===== config.mk =====
export PLATFORM = sky130hd
export DESIGN_NAME = vic_nmi_ctrl
export DESIGN_NICKNAME = d
export VERILOG_FILES = /design/src/rtl/vic_pkg.sv /design/src/rtl/vic_input_latch.sv /design/src/rtl/vic_vector_enc.sv /design/src/rtl/vic_regfile.sv /design/src/rtl/vic_nmi_ctrl.sv
export SDC_FILE = /design/constraint.sdc
export NUM_CORES = 1
export LEC_CHECK = 0
export CORE_ASPECT_RATIO = 0.5
export CORE_MARGIN = 2
export CORE_UTILIZATION = 31
export CTS_CLUSTER_SIZE = 25
export DETAILED_ROUTE_END_ITERATION = 6
export SLEW_MARGIN = 5
export SYNTH_ARGS = -nofsm -noshare
export SYNTH_HDL_FRONTEND = slang
export SYNTH_SLANG_ARGS = --single-unit

===== constraint.sdc =====
create_clock -name clk -period 5.7 [get_ports clk]
set_input_delay 1.14 -clock clk [delete_from_list [all_inputs] [get_ports clk]]
set_output_delay 1.14 -clock clk [all_outputs]
set_load 0.03 [all_outputs]

===== src/rtl/vic_pkg.sv =====
// Shared constants and register index encoding for the interrupt controller.
// Assumes a 32-bit data bus and word-granular register access.
package vic_pkg;
    localparam int DATA_W    = 32;
    localparam int VEC_W     = 8;
    localparam int NMI_FIRST = 30;           // first line routed to the NMI path
    localparam int SCAN_BITS = 31;           // masked bits examined by the encoder
    localparam logic [VEC_W-1:0] VEC_SHARED = 8'h30;
    localparam logic [VEC_W-1:0] VEC_FIRST  = 8'h31;

    typedef enum logic [2:0] {
        IDX_MASK   = 3'd0,
        IDX_RAW    = 3'd1,
        IDX_MASKED = 3'd2,
        IDX_NMI    = 3'd3,
        IDX_DIAG   = 3'd4
    } reg_idx_e;
endpackage


===== src/rtl/vic_input_latch.sv =====
// Samples the interrupt lines each clock and splits them into the
// maskable pending word (line n -> bit n-1) and the NMI status word
// (line n -> bit n). Line 0 is dropped. Presents next-state values
// so the top can register its outputs in the same edge.
module vic_input_latch
    import vic_pkg::*;
#(
    parameter int LINES = 32
) (
    input  logic              clk,
    input  logic              rst_n,
    input  logic [LINES-1:0]  lines,
    output logic [DATA_W-1:0] raw_d,
    output logic [DATA_W-1:0] nmi_d,
    output logic [DATA_W-1:0] raw_q,
    output logic [DATA_W-1:0] nmi_q
);
    // Route each line to its pending or status bit.
    for (genvar n = 0; n < DATA_W; n++) begin : g_route
        if (n >= 1 && n < NMI_FIRST && n < LINES) begin : g_mask_src
            assign raw_d[n-1] = lines[n];
        end
        if (n >= NMI_FIRST && n < LINES) begin : g_nmi_src
            assign nmi_d[n] = lines[n];
        end else begin : g_nmi_zero
            assign nmi_d[n] = 1'b0;
        end
        if (n >= NMI_FIRST - 1 || n + 1 >= LINES) begin : g_raw_zero
            assign raw_d[n] = 1'b0;
        end
    end

    // Hold the sampled words.
    always_ff @(posedge clk) begin
        if (!rst_n) begin
            raw_q <= '0;
            nmi_q <= '0;
        end else begin
            raw_q <= raw_d;
            nmi_q <= nmi_d;
        end
    end
endmodule


===== src/rtl/vic_vector_enc.sv =====
// Combinational vector encoder. It finds the lowest set bit among the
// scanned bits and checks whether any further bit is set. A single
// source gives VEC_FIRST + index, several give VEC_SHARED, none gives 0.
module vic_vector_enc
    import vic_pkg::*;
#(
    parameter int SCAN = SCAN_BITS
) (
    input  logic [DATA_W-1:0] pend,
    output logic [VEC_W-1:0]  vector
);
    localparam int IDX_W = $clog2(SCAN);

    logic [IDX_W-1:0] low_idx;
    logic             any_set;
    logic             many_set;

    // Find the lowest set bit and whether a second bit exists.
    always_comb begin
        low_idx  = '0;
        any_set  = 1'b0;
        many_set = 1'b0;
        for (int b = SCAN - 1; b >= 0; b--) begin
            if (pend[b]) begin
                if (any_set) many_set = 1'b1;
                any_set = 1'b1;
                low_idx = IDX_W'(b);
            end
        end
    end

    // Form the vector value.
    always_comb begin
        if (!any_set)     vector = '0;
        else if (many_set) vector = VEC_SHARED;
        else              vector = VEC_FIRST + VEC_W'(low_idx);
    end
endmodule


===== src/rtl/vic_regfile.sv =====
// Register decode: holds the mask, handles writes to index 0 only, and
// returns the selected register through a registered read port.
module vic_regfile
    import vic_pkg::*;
#(
    parameter int ADDR_W = 5
) (
    input  logic              clk,
    input  logic              rst_n,
    input  logic [ADDR_W-1:0] bus_addr,
    input  logic              bus_wr,
    input  logic [DATA_W-1:0] bus_wdata,
    input  logic              bus_rd,
    input  logic [DATA_W-1:0] raw_q,
    input  logic [DATA_W-1:0] nmi_q,
    output logic [DATA_W-1:0] mask_d,
    output logic [DATA_W-1:0] mask_q,
    output logic [DATA_W-1:0] bus_rdata
);
    localparam int IDX_W = ADDR_W - 2;

    logic [IDX_W-1:0] idx;
    logic [DATA_W-1:0] rd_sel;

    assign idx = bus_addr[ADDR_W-1:2];

    // Next mask: only index 0 is writable.
    always_comb begin
        mask_d = mask_q;
        if (bus_wr && idx == IDX_W'(IDX_MASK)) mask_d = bus_wdata;
    end

    // Read select over the current register contents.
    always_comb begin
        case (idx)
            IDX_W'(IDX_MASK):   rd_sel = mask_q;
            IDX_W'(IDX_RAW):    rd_sel = raw_q;
            IDX_W'(IDX_MASKED): rd_sel = raw_q & mask_q;
            IDX_W'(IDX_NMI):    rd_sel = nmi_q;
            default:            rd_sel = '0;
        endcase
    end

    // Mask storage and registered read data.
    always_ff @(posedge clk) begin
        if (!rst_n) begin
            mask_q    <= '0;
            bus_rdata <= '0;
        end else begin
            mask_q <= mask_d;
            if (bus_rd) bus_rdata <= rd_sel;
        end
    end
endmodule


===== src/rtl/vic_nmi_ctrl.sv =====
// Top of the vectored interrupt controller. Combines the line latch, the
// register file and the vector encoder, and registers the CPU-facing
// outputs from next-state values so they move with the causing edge.
module vic_nmi_ctrl
    import vic_pkg::*;
#(
    parameter int LINES  = 32,
    parameter int ADDR_W = 5
) (
    input  logic              clk,
    input  logic              rst_n,
    input  logic [LINES-1:0]  irq_in,
    input  logic [ADDR_W-1:0] bus_addr,
    input  logic              bus_wr,
    input  logic [DATA_W-1:0] bus_wdata,
    input  logic              bus_rd,
    output logic [DATA_W-1:0] bus_rdata,
    output logic              cpu_irq,
    output logic [VEC_W-1:0]  cpu_vector,
    output logic              cpu_nmi
);
    logic [DATA_W-1:0] raw_d, raw_q, nmi_d, nmi_q, mask_d, mask_q;
    logic [DATA_W-1:0] masked_d;
    logic [VEC_W-1:0]  vec_d;

    vic_input_latch #(.LINES(LINES)) u_latch (
        .clk(clk), .rst_n(rst_n), .lines(irq_in),
        .raw_d(raw_d), .nmi_d(nmi_d), .raw_q(raw_q), .nmi_q(nmi_q)
    );

    vic_regfile #(.ADDR_W(ADDR_W)) u_regs (
        .clk(clk), .rst_n(rst_n), .bus_addr(bus_addr), .bus_wr(bus_wr),
        .bus_wdata(bus_wdata), .bus_rd(bus_rd), .raw_q(raw_q), .nmi_q(nmi_q),
        .mask_d(mask_d), .mask_q(mask_q), .bus_rdata(bus_rdata)
    );

    assign masked_d = raw_d & mask_d;

    vic_vector_enc #(.SCAN(SCAN_BITS)) u_enc (
        .pend(masked_d), .vector(vec_d)
    );

    // Register the CPU-facing request, vector and NMI.
    always_ff @(posedge clk) begin
        if (!rst_n) begin
            cpu_irq    <= 1'b0;
            cpu_vector <= '0;
            cpu_nmi    <= 1'b0;
        end else begin
            cpu_irq    <= |masked_d[SCAN_BITS-1:0];
            cpu_vector <= vec_d;
            cpu_nmi    <= |nmi_d;
        end
    end
endmodule


# ---- Yosys cells after proc, flatten, opt, wreduce, memory -nomap -nowiden
# Index checks and enable logic that the tools add are counted.
dict set report op_classes {
  n_addsub 1
  n_eq_ne 3
  muxes 125
  bitwise 4
  reduce_logical 6
}
# operator n
set op_table {}
lappend op_table {{5-bit 2-to-1 mux} 31}
lappend op_table {{32-bit case mux with 4 select lines} 1}
lappend op_table {{1-bit 2-to-1 mux} 91}
lappend op_table {{32-bit AND} 1}
lappend op_table {{32-bit 2-to-1 mux} 1}
lappend op_table {{29-bit by 31-bit AND with 31-bit output} 1}
lappend op_table {{31-bit OR reduction} 1}
lappend op_table {{6-bit by 5-bit adder with 7-bit output (first input constant)} 1}
lappend op_table {{3-bit by 2-bit == test with 1-bit output (second input constant)} 2}
lappend op_table {{6-bit 2-to-1 mux} 1}
lappend op_table {{3-bit by 1-bit == test with 1-bit output (second input constant)} 1}
lappend op_table {{3-bit logical NOT} 1}
lappend op_table {{3-bit OR reduction} 1}
lappend op_table {{1-bit NOT} 2}
lappend op_table {{2-bit AND reduction} 1}
lappend op_table {{2-bit OR reduction} 1}
lappend op_table {{1-bit logical AND} 1}
dict set report totals {
  regBits 137
  in_bits 73
}

# ---- Longest topological paths before layout
dict set report logic_depth {
  word_depth 66
  mapped_depth 15
}

# ---- Cells and area by module
# From an unflattened synthesis, not the netlist that was laid out.
dict set report unflattened {
  hier_cells 689
  hier_area_um2 6467.5
}
# mod n_inst cells_per_inst area_per_inst_um2 seq_area_each_um2
set by_module_without_submodules {}
lappend by_module_without_submodules {vic_regfile 1 321 3387.0 1281.2}
lappend by_module_without_submodules {vic_input_latch 1 163 1600.3 620.6}
lappend by_module_without_submodules {vic_vector_enc 1 131 862.1 0.0}
lappend by_module_without_submodules {vic_nmi_ctrl 1 74 618.1 200.2}

# ---- Worst setup path before layout
# No wires, ideal clock.
dict set report synth_path {
  kind {input -> register}
  startpoint {input bus_addr[2]}
  endpoint {register cpu_vector[3]}
  setup_time_ns 0.070
  arrival_time_ns 3.793
  required_time_ns 5.630
  setup_slack_ns 1.837
  stages 10
  path_buffers 2
  path_cell_list {buf_6 -> or4b_1 -> buf_4 -> mux2i_1 -> or4_1 -> o2111a_1 -> nor2_1 -> o21ai_0 -> or3b_2 -> a21boi_1}
}
dict set report synth_between {
  elab_chain_len 66
  word_cells_on_any_way 129
}
# item line_no
set synth_rtl {}
lappend synth_rtl {{from (decl)} vic_nmi_ctrl.sv:13} ;# input logic [ADDR_W-1:0] bus_addr,
lappend synth_rtl {{3-bit logical NOT (*)} vic_regfile.sv:30} ;# if (bus_wr && idx == IDX_W'(IDX_MASK)) mask_d = bus_wdata;
lappend synth_rtl {{1-bit logical AND (*)} vic_regfile.sv:30}
lappend synth_rtl {{32-bit 2-to-1 mux (*)} vic_regfile.sv:30}
lappend synth_rtl {{29-bit by 31-bit AND with 31-bit output (*)} vic_nmi_ctrl.sv:37} ;# assign masked_d = raw_d & mask_d;
lappend synth_rtl {{1-bit 2-to-1 mux} vic_vector_enc.sv:24} ;# if (pend[b]) begin
lappend synth_rtl {{1-bit 2-to-1 mux} vic_vector_enc.sv:25} ;# if (any_set) many_set = 1'b1;
lappend synth_rtl {{1-bit 2-to-1 mux} vic_vector_enc.sv:24}
lappend synth_rtl {{1-bit 2-to-1 mux} vic_vector_enc.sv:25}
lappend synth_rtl {{[... 50 more ...]} --}
lappend synth_rtl {{1-bit 2-to-1 mux} vic_vector_enc.sv:24}
lappend synth_rtl {{1-bit 2-to-1 mux} vic_vector_enc.sv:25}
lappend synth_rtl {{1-bit 2-to-1 mux} vic_vector_enc.sv:24}
lappend synth_rtl {{1-bit 2-to-1 mux} vic_vector_enc.sv:25}
lappend synth_rtl {{1-bit 2-to-1 mux} vic_vector_enc.sv:24}
lappend synth_rtl {{1-bit 2-to-1 mux} vic_vector_enc.sv:25}
lappend synth_rtl {{1-bit 2-to-1 mux} vic_vector_enc.sv:24}
lappend synth_rtl {{3-bit OR reduction (no source line)} --}
lappend synth_rtl {{to (signal assigned)} vic_nmi_ctrl.sv:51} ;# cpu_vector <= vec_d;
lappend synth_rtl {{to (decl)} vic_nmi_ctrl.sv:19} ;# output logic [VEC_W-1:0] cpu_vector,
# Every way passes the cells marked *; elsewhere a longest branch is shown, timed or not.
# A chain may end at the register's enable or synchronous reset.

# ---- Worst setup path in the final report
dict set report layout_path {
  startpoint {input bus_addr[4]}
  endpoint {register cpu_vector[3]}
}
# The elaborated chain is that of the path after synthesis.

==> impl_metrics.toml <==
[grt]
grt_max_degree = 97
grt_overflow = 0
grt_pass1_wl_mm = 25.6
grt_pass1_vias = 4629
grtUsageTotal_pct = 17.5
antenna_found_initial = 0

[floorplanning]
initial_utilization_pct = 31.6
rows = 34
die_h_um = 97.9
io_pins = 115
core_area_um2 = 17300
die_x_um = 192
design.die.area_um2 = 18800

[power_and_ir_drop]
p_per_area_nw_per_um2 = 237
total_power_mw = 1.67
p_leak_nw = 2.46
vdd_drop_max_v = 0.000148

[cts]
hold_buffers = 0
numCtsBuffers = 9
cts.path.max_buffers = 2
cts.repair.resized = 0
clock-root-buffer = "clkbuf_16"
cts.sink_count = 104
cts-htree-levels = 3
insertion_delay_ns = 0.35
post_cts_buffers = 0
clk_pin_slew_ns = 0.08
cts_tree = "yes"

[sta]
fin_hold_ws_ns = 0.470
setup_tns_ns = 0
rsz0062_at_grt = "no"
setup_violations = 0
worst_slack_ns = 1.18
post-route-min-period_ns = 4.52
hold_violations = 0
slew_headroom_pct = 45.7
period_share_pct = 79.2
drv_slew = 0
worst_clock_skew_ns = 0.00706
max_freq_ghz = 0.221
worst_pin_slew_ns = 0.814

[layout]
area_delta_synth_final_pct = 28.7
layout_commonest_cell = "nand2_1"
finalNetCount = 827
design_area_um2 = 7040
layout-drive-gt1-share_pct = 6.46
final_cells = 992
final_cell_mix = "nand2_1 (120), clkdlybuf4s50_1 (109), dfxtp_1 (104)"
final_util_pct = 40.7
n_antenna_cell = 0

[synth]
synth_warnings = 0
synth_seq_cells = 104
yosysSeqAreaShare_pct = 38.1
syn_nets = 734
synth.avg_cell_area_um2 = 8.29
syn-cell-area_um2 = 5470
synth_edf_count = 0
syn_inst = 660
async_flop_share_pct = 0
yosysUniqueCellTypes = 68
ys.flop_type = "dfxtp_1"

[worst_setup_path]
max_stage_delay_ns = 0.79
crit_buf_inv = 2
path_max_fanout = 13
end_kind = "flop"
cp_cell_sequence = "clkdlybuf4s50_1, or4b_1, buf_4, mux2i_1, or4_1, o2111a_1, nor2_1, o21ai_0, or3b_2, a21boi_1"
critical_path_class = "input port to flop"
start_kind = "input port"
worstPathArrival_ns = 4.80
cp_top_family = "simple AND/OR/NAND/NOR gates"
slowest_stage = "or4b_1"
crit_required_ns = 5.99

[route]
vias = 4886
viasPerCell = 4.93
ant_nets = 0
drtPass1Iterations = 5
remaining_drc_errors = 0
wl_per_cell_um = 16.2
routed_wl_mm = 16.1
drtIter0Drc = 333

[placed_design]
dpl_cell_area_um2 = 6760
hpwl_mm = 11.9
place_inst = 976
dp_slack_ns = 0.788
io_buffer_count = 110
gp_congestion = 0.832

[hold_path]
hold_path.class = "flop to flop"

[job]
cap_violations = 0

[run_status]
status = "completed"
==> flip-flops by register name (all words and copies together) (netlist names) <==
register	cells
cpu_irq	1
cpu_nmi	1
cpu_vector	7
u_latch.nmi_q	2
u_latch.raw_q	29
u_regs.bus_rdata	32
u_regs.mask_q	32
==> kinds of logic (layout without fill, tap and decap cells) <==
group | Yosys count | in the layout | synth area share, %
adder cells (fa/ha/maj) | 2 | 2 | 0.412
flip-flops | 104 | 104 | 38.1
buffers and inverters | 75 | 173 | 6.06
multiplexers | 35 | 35 | 6.72
AND/OR/NAND/NOR | 298 | 298 | 29.1
AO/OA/AOI/OAI | 143 | 143 | 19.3
other | 1 | 1 | 0.0685
XOR/XNOR | 2 | 2 | 0.320
==> report_power, final <==
group	internal (mW)	switching, mW
Sequential	0.754	0.0134
Combinational	0.133	0.155
Clock	0.310	0.304
Total	1.20	0.472
==> synth_stat cells, types with 3 or more instances <==
| cell type | number | area share [%] |
|---|---|---|
| a211oi_1 | 3 | 0.41 |
| a21boi_0 | 29 | 4.0 |
| a21oi_1 | 11 | 1.0 |
| a22oi_1 | 3 | 0.41 |
| a31oi_1 | 6 | 0.69 |
| a32oi_1 | 28 | 4.5 |
| and2_1 | 70 | 8.0 |
| buf_1 | 7 | 0.48 |
| buf_2 | 3 | 0.27 |
| buf_6 | 3 | 0.62 |
| clkbuf_1 | 22 | 1.5 |
| dfxtp_1 | 104 | 38 |
| inv_1 | 36 | 2.5 |
| mux2_2 | 5 | 1.0 |
| mux2i_1 | 27 | 4.9 |
| mux2i_2 | 3 | 0.75 |
| nand2_1 | 120 | 8.2 |
| nand2b_1 | 30 | 3.4 |
| nand3_1 | 13 | 1.2 |
| nor2_1 | 22 | 1.5 |
| nor2b_1 | 10 | 1.1 |
| nor3_1 | 4 | 0.37 |
| nor4_1 | 5 | 0.57 |
| nor4_4 | 3 | 1.2 |
| o211ai_1 | 3 | 0.41 |
| o21ai_0 | 6 | 0.55 |
| o22ai_1 | 32 | 3.7 |
| or2_0 | 4 | 0.46 |
| or2_2 | 3 | 0.34 |
| or4_1 | 3 | 0.41 |
==> path summary, 6_finish.rpt <==
path,to,start,slack (ns),cells after the start
max reg2reg,cpu_vector[4]$_SDFF_PN0_,u_regs.mask_q[18]$_SDFF_PN0_,3.06,11
max,cpu_vector[3]$_SDFF_PP0_,bus_addr[4],1.18,10
min,u_regs.mask_q[30]$_SDFFE_PN0N_,u_regs.mask_q[30]$_SDFFE_PN0N_,0.47,2
min reg2reg,u_regs.mask_q[30]$_SDFFE_PN0N_,u_regs.mask_q[30]$_SDFFE_PN0N_,0.47,2
==> per-layer routing <==
layer / track usage (%) / routed length [um] / up-vias
met5: 0 / 0 / -
met4: 3.49 / 150 / 0
met3: 3.81 / 706 / 12
met2: 26.0 / 6850 / 113
met1: 25.8 / 8370 / 2273
li1: - / - / 2488
==> worst register-to-register path, cell delays in order, from the launching register on <==
cell and delay [ns]:
dfxtp_1 0.33, nand2_1 0.06, mux2i_1 0.20, or4_1 0.59
o221ai_1 0.22, a31oi_1 0.18, or2_0 0.25, nor2b_1 0.14
ha_1 0.23, nand3_1 0.11, xnor2_1 0.13, a21oi_1 0.09
==> final cells by class <==
type                       count  area, um^2
fill                        1753       10300
multi-input combinational    481        3060
sequential                   104        2080
timing repair buffer         120        1180
tap                          234         293
clock buffer                  10         229
inverter                      37         139
clock inverter                 6        60.1
No activity file was read; power rests on OpenSTA's default activity.
